==> config.mk <==
export PLATFORM = sky130hd
export DESIGN_NAME = sysctl_regbank
export DESIGN_NICKNAME = d
export VERILOG_FILES = /design/src/rtl/sysctl_pkg.sv /design/src/rtl/sysctl_decode.sv /design/src/rtl/sysctl_timecnt.sv /design/src/rtl/sysctl_regbank.sv
export SDC_FILE = /design/constraint.sdc
export NUM_CORES = 1
export LEC_CHECK = 0
export BUFFER_PORTS_ARGS = -buffer_cell sky130_fd_sc_hd__buf_2
export CORE_UTILIZATION = 25
export DETAILED_ROUTE_END_ITERATION = 8
export SLEW_MARGIN = 15
export SYNTH_ARGS = -nofsm -noshare
export SYNTH_HDL_FRONTEND = slang
export SYNTH_HIERARCHICAL = 1
export SYNTH_SLANG_ARGS = --single-unit
==> constraint.sdc <==
create_clock -name clk -period 5.7 [get_ports clk]
set_clock_uncertainty 0.05 [all_clocks]
set_input_delay 1.14 -clock clk [delete_from_list [all_inputs] [get_ports clk]]
set_output_delay 1.14 -clock clk [all_outputs]
set_load 0.005 [all_outputs]
==> src/rtl/sysctl_pkg.sv <==
package sysctl_pkg;

    localparam int unsigned ADDR_W = 12;
    localparam int unsigned DATA_W = 32;

    localparam logic [ADDR_W-1:0] OFS_LED    = 12'h000;
    localparam logic [ADDR_W-1:0] OFS_DBG    = 12'h004;
    localparam logic [ADDR_W-1:0] OFS_BTN    = 12'h008;
    localparam logic [ADDR_W-1:0] OFS_SEC    = 12'h010;
    localparam logic [ADDR_W-1:0] OFS_CENTI  = 12'h014;
    localparam logic [ADDR_W-1:0] OFS_PCOUNT = 12'h018;
    localparam logic [ADDR_W-1:0] OFS_PRELD  = 12'h01C;
    localparam logic [ADDR_W-1:0] OFS_PCUR   = 12'h020;
    localparam logic [ADDR_W-1:0] OFS_SW     = 12'h028;
    localparam logic [ADDR_W-1:0] OFS_MISC   = 12'h04C;

    typedef enum logic [3:0] {
        SEL_NONE,
        SEL_LED,
        SEL_DBG,
        SEL_BTN,
        SEL_SEC,
        SEL_CENTI,
        SEL_PCOUNT,
        SEL_PRELD,
        SEL_PCUR,
        SEL_SW,
        SEL_MISC
    } reg_sel_e;

    typedef struct packed {
        reg_sel_e sel;
        logic     wr;
        logic     rd;
    } bus_req_t;

    function automatic logic is_fwd(input reg_sel_e s);
        return (s == SEL_PCOUNT) || (s == SEL_PRELD) || (s == SEL_PCUR);
    endfunction

    function automatic logic [1:0] fwd_index(input reg_sel_e s);
        case (s)
            SEL_PRELD: return 2'd1;
            SEL_PCUR:  return 2'd2;
            default:   return 2'd0;
        endcase
    endfunction

endpackage

==> src/rtl/sysctl_decode.sv <==
module sysctl_decode
    import sysctl_pkg::*;
#(
    parameter bit HAS_DBG = 1'b1,
    parameter bit HAS_SW  = 1'b0
) (
    input  logic [ADDR_W-1:0] addr,
    output reg_sel_e          sel
);
    always_comb begin
        case (addr)
            OFS_LED:    sel = SEL_LED;
            OFS_DBG:    sel = HAS_DBG ? SEL_DBG : SEL_NONE;
            OFS_BTN:    sel = SEL_BTN;
            OFS_SEC:    sel = SEL_SEC;
            OFS_CENTI:  sel = SEL_CENTI;
            OFS_PCOUNT: sel = SEL_PCOUNT;
            OFS_PRELD:  sel = SEL_PRELD;
            OFS_PCUR:   sel = SEL_PCUR;
            OFS_SW:     sel = HAS_SW ? SEL_SW : SEL_NONE;
            OFS_MISC:   sel = SEL_MISC;
            default:    sel = SEL_NONE;
        endcase
    end
endmodule

==> src/rtl/sysctl_timecnt.sv <==
module sysctl_timecnt #(
    parameter int unsigned W = 32
) (
    input  logic         clk,
    input  logic         rst,
    input  logic         tick,
    input  logic         load,
    input  logic [W-1:0] load_val,
    output logic [W-1:0] count
);
    always_ff @(posedge clk) begin
        if (rst)        count <= '0;
        else if (load)  count <= load_val;
        else if (tick)  count <= count + 1'b1;
    end


    tick_adds_one_chk: assert property (@(posedge clk) disable iff (rst)
        (tick && !load) |=> (count == $past(count) + 1'b1));


    load_wins_chk: assert property (@(posedge clk) disable iff (rst)
        load |=> (count == $past(load_val)));
endmodule

==> src/rtl/sysctl_regbank.sv <==
module sysctl_regbank
    import sysctl_pkg::*;
#(
    parameter int unsigned NUM_LEDS = 2,
    parameter int unsigned BTN_W    = 4,
    parameter int unsigned SW_W     = 8,
    parameter bit          HAS_DBG  = 1'b1,
    parameter bit          HAS_SW   = 1'b0
) (
    input  logic                clk,
    input  logic                rst,
    input  logic [11:0]         bus_addr,
    input  logic                bus_wr,
    input  logic                bus_rd,
    input  logic [31:0]         bus_wdata,
    output logic [31:0]         bus_rdata,
    input  logic                tick_1hz,
    input  logic                tick_100hz,
    input  logic [BTN_W-1:0]    btn_in,
    input  logic [SW_W-1:0]     sw_in,
    output logic [NUM_LEDS-1:0] led_out,
    output logic [31:0]         misc_out,
    output logic [31:0]         dbg_out,
    output logic [1:0]          fwd_sel,
    output logic                fwd_wr,
    output logic                fwd_rd,
    input  logic [31:0]         fwd_rdata
);
    localparam int unsigned N_TIMERS = 2;

    if (NUM_LEDS < 1 || NUM_LEDS > DATA_W) begin : g_led_bound
        $error("NUM_LEDS must lie in 1..32");
    end

    reg_sel_e  sel;
    bus_req_t  req;

    sysctl_decode #(.HAS_DBG(HAS_DBG), .HAS_SW(HAS_SW)) u_decode (
        .addr (bus_addr),
        .sel  (sel)
    );

    assign req = '{sel: sel, wr: bus_wr, rd: bus_rd};

    // Time counters: index 0 counts seconds, index 1 counts hundredths
    logic [N_TIMERS-1:0]  tmr_tick;
    logic [N_TIMERS-1:0]  tmr_load;
    logic [DATA_W-1:0]    tmr_val [N_TIMERS];

    assign tmr_tick = {tick_100hz, tick_1hz};
    assign tmr_load = {req.wr && (req.sel == SEL_CENTI),
                       req.wr && (req.sel == SEL_SEC)};

    for (genvar g = 0; g < N_TIMERS; g++) begin : g_tmr
        sysctl_timecnt #(.W(DATA_W)) u_cnt (
            .clk      (clk),
            .rst      (rst),
            .tick     (tmr_tick[g]),
            .load     (tmr_load[g]),
            .load_val (bus_wdata),
            .count    (tmr_val[g])
        );
    end

    // Stored words
    always_ff @(posedge clk) begin
        if (rst) begin
            led_out  <= '0;
            misc_out <= '0;
            dbg_out  <= '0;
        end else if (req.wr) begin
            case (req.sel)
                SEL_LED:  led_out  <= bus_wdata[NUM_LEDS-1:0];
                SEL_MISC: misc_out <= bus_wdata;
                SEL_DBG:  dbg_out  <= bus_wdata;
                default: ;
            endcase
        end
    end

    // Forwarding to the prescaled counter block
    assign fwd_sel = fwd_index(req.sel);
    assign fwd_wr  = req.wr && is_fwd(req.sel);
    assign fwd_rd  = req.rd && is_fwd(req.sel);

    // Read path
    logic [DATA_W-1:0] rd_mux;

    always_comb begin
        case (req.sel)
            SEL_LED:    rd_mux = DATA_W'(led_out);
            SEL_DBG:    rd_mux = dbg_out;
            SEL_BTN:    rd_mux = DATA_W'(btn_in);
            SEL_SEC:    rd_mux = tmr_val[0];
            SEL_CENTI:  rd_mux = tmr_val[1];
            SEL_PCOUNT,
            SEL_PRELD,
            SEL_PCUR:   rd_mux = fwd_rdata;
            SEL_SW:     rd_mux = DATA_W'(sw_in);
            SEL_MISC:   rd_mux = misc_out;
            default:    rd_mux = '0;
        endcase
    end

    always_ff @(posedge clk) begin
        if (rst)         bus_rdata <= '0;
        else if (req.rd) bus_rdata <= rd_mux;
    end


    rdata_hold_chk: assert property (@(posedge clk) disable iff (rst)
        !bus_rd |=> $stable(bus_rdata));


    led_mask_chk: assert property (@(posedge clk) disable iff (rst)
        (bus_wr && bus_addr == OFS_LED) |=> (led_out == $past(bus_wdata[NUM_LEDS-1:0])));


    misc_store_chk: assert property (@(posedge clk) disable iff (rst)
        (bus_wr && bus_addr == OFS_MISC) |=> (misc_out == $past(bus_wdata)));


    unmapped_wr_chk: assert property (@(posedge clk) disable iff (rst)
        (bus_wr && sel == SEL_NONE) |=> ($stable(led_out) && $stable(misc_out) && $stable(dbg_out)));


    fwd_read_chk: assert property (@(posedge clk) disable iff (rst)
        fwd_rd |=> (bus_rdata == $past(fwd_rdata)));


    fwd_strobe_chk: assert property (@(posedge clk) disable iff (rst)
        !(fwd_wr && fwd_rd && !(bus_wr && bus_rd)));
endmodule

---- After elaboration in Yosys (flattened, before gate mapping) ----
Index checks and enable logic that the tools add are counted.
word-level totals
  register bits after elaboration ......... 162
  bits of input ports ..................... 94
  output and inout bits ................... 102
  word-level logic and storage cells ...... 46
operators by class
  add/sub/neg operators ................... 2
  equality and inequality tests ........... 18
  mux-type cells .......................... 7
  reduce and logical (&&, ||, !) cells .... 13
operator list
  operator                                                           number
  32-bit one-hot mux with 8 select lines                             1
  32-bit 2-to-1 mux                                                  4
  32-bit by 1-bit adder with 32-bit output (second input constant)   2
  12-bit by 5-bit == test with 1-bit output (second input constant)  4
  4-bit one-hot mux with 9 select lines                              1
  4-bit by 3-bit == test with 1-bit output (second input constant)   4
  12-bit by 3-bit == test with 1-bit output (second input constant)  1
  12-bit by 4-bit == test with 1-bit output (second input constant)  1
  12-bit by 6-bit == test with 1-bit output (second input constant)  1
  12-bit by 7-bit == test with 1-bit output (second input constant)  1
  4-bit == test (second input constant)                              3
  12-bit zero test                                                   1
  4-bit by 2-bit == test with 1-bit output (second input constant)   2
  2-bit AND reduction                                                3
  4-bit by 1-bit == test with 1-bit output (second input constant)   1
  1-bit logical AND                                                  4
  2-bit one-hot mux with 2 select lines                              1
  2-bit nonzero test                                                 2
  3-bit OR reduction                                                 1
  1-bit logical OR                                                   2

---- Logic depth before layout (Yosys ltp) ----
  depth in word-level cells ............... 6
  depth in mapped cells ................... 14
  mapped depth without buffers ............ 10

---- Modules after synthesis ----
The synthesis kept the hierarchy.
by module, submodules not included
  module                           times used  cells an instance  area an instance (um^2)  seq. area each (um^2)
  sysctl_regbank                   1           560                4723.3                   1961.9
  sysctl_timecnt (g_tmr[1].u_cnt)  1           244                1981.9                   640.6
  sysctl_timecnt (g_tmr[0].u_cnt)  1           241                1924.3                   640.6
  sysctl_decode                    1           24                 162.7                    0.0

---- Worst setup path before layout ----
Ideal clock, no wire load.
  path type ............................... input -> register
  start ................................... input bus_addr[9]
  end ..................................... register g_tmr[1].u_cnt.count[31]
  data arrival time ....................... 4919 ps
  required time ........................... 5593 ps
  slack ................................... 674 ps
  stages on the path ...................... 13
  cells stage by stage .................... or4_4 -> or4_4 -> or3b_1 -> o221ai_2 -> and4bb_1 -> buf_2 -> buf_6 -> and2_1 -> clkbuf_1 -> nor3b_1 -> or4b_2 -> nor4_1 -> or3_1
on the way
  cells in the longest elaborated chain, start to end .. 5
ends and longest elaborated chain
  what                                                               RTL line              RTL
  from (decl)                                                        sysctl_regbank.sv:12  input logic [11:0] bus_addr,
  12-bit by 7-bit == test with 1-bit output (tied with other cells)  sysctl_decode.sv:11   case (addr)
  4-bit one-hot mux with 9 select lines *                            sysctl_decode.sv:11
  via sel[1]                                                         sysctl_regbank.sv:35  reg_sel_e sel;
  4-bit by 3-bit == test with 1-bit output *                         sysctl_regbank.sv:51  assign tmr_load = {req.wr && (req.sel == SEL_CENTI),
  1-bit logical AND *                                                sysctl_regbank.sv:51
  via tmr_load[1]                                                    sysctl_regbank.sv:47  logic [N_TIMERS-1:0] tmr_load;
  32-bit 2-to-1 mux / 2-bit nonzero test (equally long branches)     --
  to (signal assigned)                                               sysctl_timecnt.sv:13  else if (load) count <= load_val;
  to (signal assigned)                                               sysctl_timecnt.sv:14  else if (tick) count <= count + 1'b1;
  to (decl)                                                          sysctl_timecnt.sv:9   output logic [W-1:0] count
Mark *: on every way through the listed nets, which the timed path passes. The rest lies on a longest branch.
A chain may end at the register's enable or synchronous reset.

---- Final worst setup path ----
  start ................................... input bus_addr[9]
  end ..................................... output fwd_wr
on the way
  cells in the longest elaborated chain, start to end .. 6
ends and longest elaborated chain
  what                                                               RTL line              RTL
  12-bit by 7-bit == test with 1-bit output (tied with other cells)  sysctl_decode.sv:11
  4-bit one-hot mux with 9 select lines *                            sysctl_decode.sv:11
  via sel[1]                                                         sysctl_regbank.sv:35
  4-bit by 3-bit == test with 1-bit output                           sysctl_pkg.sv:38      return (s == SEL_PCOUNT) || (s == SEL_PRELD) || (s == SEL_PCUR);
  1-bit logical OR                                                   sysctl_pkg.sv:38
  1-bit logical OR *                                                 sysctl_pkg.sv:38
  1-bit logical AND *                                                sysctl_regbank.sv:83  assign fwd_wr = req.wr && is_fwd(req.sel);
  to (decl)                                                          sysctl_regbank.sv:25  output logic fwd_wr,
Marked as above.

==> run_results.csv <==
group,metric,value,unit
place,gp_congestion,0.892,
critical_path,crit_path_max_fanout,15,
synth,synth-main-ff-cell,"dfxtp_1",
route,drtIter0Drc,1064,
critical_path,worstSetupStartpoint,"bus_addr[9]",
route,wire_per_inst,21.5,um
route,vias_per_cell,5.54,
synth,yosysSeqAreaShare,0.369,
sta,slew_headroom,0.152,
floorplan,core-area,34500,sq um
place,post-dp-hpwl,26900,um
synth,yosysWarnings,6,
power_and_ir_drop,p_leak,3.90,nW
synth,synth_top_area_frac,0.369,
critical_path,crit_type,"in -> out",
synth,synth_seq_cells,162,
critical_path,slowest_stage,"or4_4",
clock_tree,cts-resized-gates,0,
final_layout,final_nets,1312,
flow_run,max_cap_violations,0,
global_route,grt_pass1_wl,53500,um
synth,netlist-cell-type-count,86,
clock_tree,clkTransAtPathRegs,0.07,ns
route,vias,9323,
sta,timing.setup.tns,0,ns
sta,min_period_over_period,0.917,
sta,setup_viol_count_final,0,
global_route,grt_pass1_vias,8432,
sta,rsz0062_at_grt,"no",
clock_tree,root_buffer,"clkbuf_16",
worst_hold_path,hp-class,"reg -> reg",
place,placed_cell_area,10000,sq um
floorplan,initial_utilization,0.255,
synth,yosysTopAreaCell,"dfxtp_1",
route,wl,36300,um
critical_path,rr_startpoint,"g_tmr[0].u_cnt/count[0]$_SDFFE_PP0P_",
final_layout,post-route-cell-area,10600,sq um
clock_tree,cts_hold_buf,0,
route,ant_nets,0,
power_and_ir_drop,power_density,235,nW/um^2
floorplan,die_w,190,um
critical_path,required,4.51,ns
critical_path,endpoint_kind,"primary output",
place,portBuffers,195,
critical_path,cp.buffers_inverters,2,
sta,fmax,191,MHz
final_layout,syn_to_final_growth,21.0,%
floorplan,die-area,35900,sq um
floorplan,die-height,190,um
floorplan,row_count,68,
route,drcViolationCount,0,
clock_tree,htreeDepth,4,
critical_path,critPathLaunchType,"input port",
synth,synth_nets,1165,
global_route,grt-ovfl-total,0,
critical_path,cp_slowest_stage_delay,0.53,ns
worst_hold_path,hp-start,"bus_rdata[7]$_SDFFE_PP0P_",
sta,period_needed,5.22,ns
run_status,outcome,"finished clean",
clock_tree,post-cts-setup-buffer-count,0,
synth,netlist_area,8790,sq um
floorplan,io_pins,196,
final_layout,layout_common_cells,"194 x buf_2, 176 x nand2_1, 162 x dfxtp_1, 81 x a21oi_1, 64 x nor2_1",
clock_tree,numCtsBuffers,17,
sta,hold_viol,0,
final_layout,antenna_cells,0,
global_route,grt_start_max_net_pins,91,
clock_tree,clock_latency,0.44,ns
sta,slew_viol_final,0,
critical_path,cp_top_family,"simple AND/OR/NAND/NOR gates",
global_route,grt_usage,0.198,
synth,synthCells,1069,
clock_tree,cts_tree,"done",
final_layout,drive_gt1_frac,0.227,
clock_tree,clock_sink_count,162,
sta,tightest_slew,1.27,ns
clock_tree,cts_buffer_depth,2,
critical_path,critPathArrivalTime,4.03,ns
synth,async_reset_ff_frac,0,
final_layout,final_common_cell,"buf_2",
synth,synth.avg_cell_area,8.22,sq um
synth,synthTopCellsByArea,"dfxtp_1 37%, nand2_1 7.5%, a21oi_1 4.6%, a22o_1 4.0%, a22oi_1 2.8%",
synth,synth_edf_count,0,
power_and_ir_drop,vdd_drop_max,194,uV
route,firstDrtPassIters,7,
critical_path,cp_cell_sequence,"buf_2 -> or4_4 -> or4_4 -> or3b_1 -> o221ai_2 -> nor4b_4 -> a21o_2 -> and2_1 -> buf_2",
global_route,antenna_found_initial,1,
-- synth_stat cells, types with 21 or more instances --
cell,n
nand2_1,176
dfxtp_1,162
a21oi_1,81
nor2_1,66
a22o_1,40
clkbuf_1,40
inv_1,40
a22oi_1,33
nand3_1,27
a211oi_1,25
nand4_1,23
a311oi_1,21
-- path summary, 6_finish.rpt --
kind	depth (start not counted)	slack (ns)	to
max	9	0.48	fwd_wr
min	2	0.39	bus_rdata[7]$_SDFFE_PP0P_
max reg2reg	5	3.00	g_tmr[0].u_cnt/count[18]$_SDFFE_PP0P_
min reg2reg	2	0.39	bus_rdata[7]$_SDFFE_PP0P_
-- where the power goes --
group          leakage (nW)  switching [mW]  internal [mW]
combinational          2.29          0.0824         0.0380
clock                 0.303           0.536          0.704
sequential             1.30         0.00965           1.13
-- per-layer routing --
metal  global-route usage  vias up  part of all wire
met5                    0        -                 0
met4               0.0713        0             0.028
met2                0.297      541              0.43
li1                     -     4281                 -
met3               0.0393       48              0.10
met1                0.279     4453              0.44
-- area by class of cell --
type | instances | area, sq um
clock buffer | 17 | 425
sequential | 162 | 3240
clock inverter | 15 | 195
multi-input combinational | 777 | 4910
timing repair buffer | 216 | 1140
fill | 3771 | 23900
inverter | 42 | 158
tap | 455 | 569
-- registers in the layout, indices dropped and copies added (netlist names) --
| signal | flops |
|---|---|
| bus_rdata | 32 |
| led_out | 2 |
| misc_out | 32 |
| dbg_out | 32 |
| g_tmr.u_cnt/count | 64 |
-- kinds of logic (layout without fill, tap and decap cells) --
kind of cell | after synthesis | count (layout) | share of synthesized area
AOI/OAI and AO/OA | 317 | 317 | 0.262
xor gates and xnor gates | 25 | 25 | 0.0249
muxes | 4 | 4 | 0.00455
and+or+nand+nor | 429 | 429 | 0.262
adders and majority gates | 2 | 2 | 0.00285
buffers and inverters | 130 | 290 | 0.0754
DFF | 162 | 162 | 0.369
-- worst reg2reg max path, stage by stage (launching register included) --
cell	delay, ns
dfxtp_1	0.59
ha_1	0.36
nand2_1	0.23
or4_1	0.62
or4_1	0.46
a311oi_1	0.29
-- through the flow --
stage                      util  instances  hold slack [ns]  total power, mW  setup slack (ns)
final                     0.308       1684            0.394             2.51             0.476
after global routing      0.308       1684            0.415             2.58             0.415
after CTS                 0.308       1684            0.395             2.52             0.533
after detailed placement  0.290       1652            0.386             1.29             0.541
after global placement    0.290       1652            0.381             1.29             0.592
after floorplan               -       1069            0.392             1.21             0.674
No activity file was read; power rests on OpenSTA's default activity.
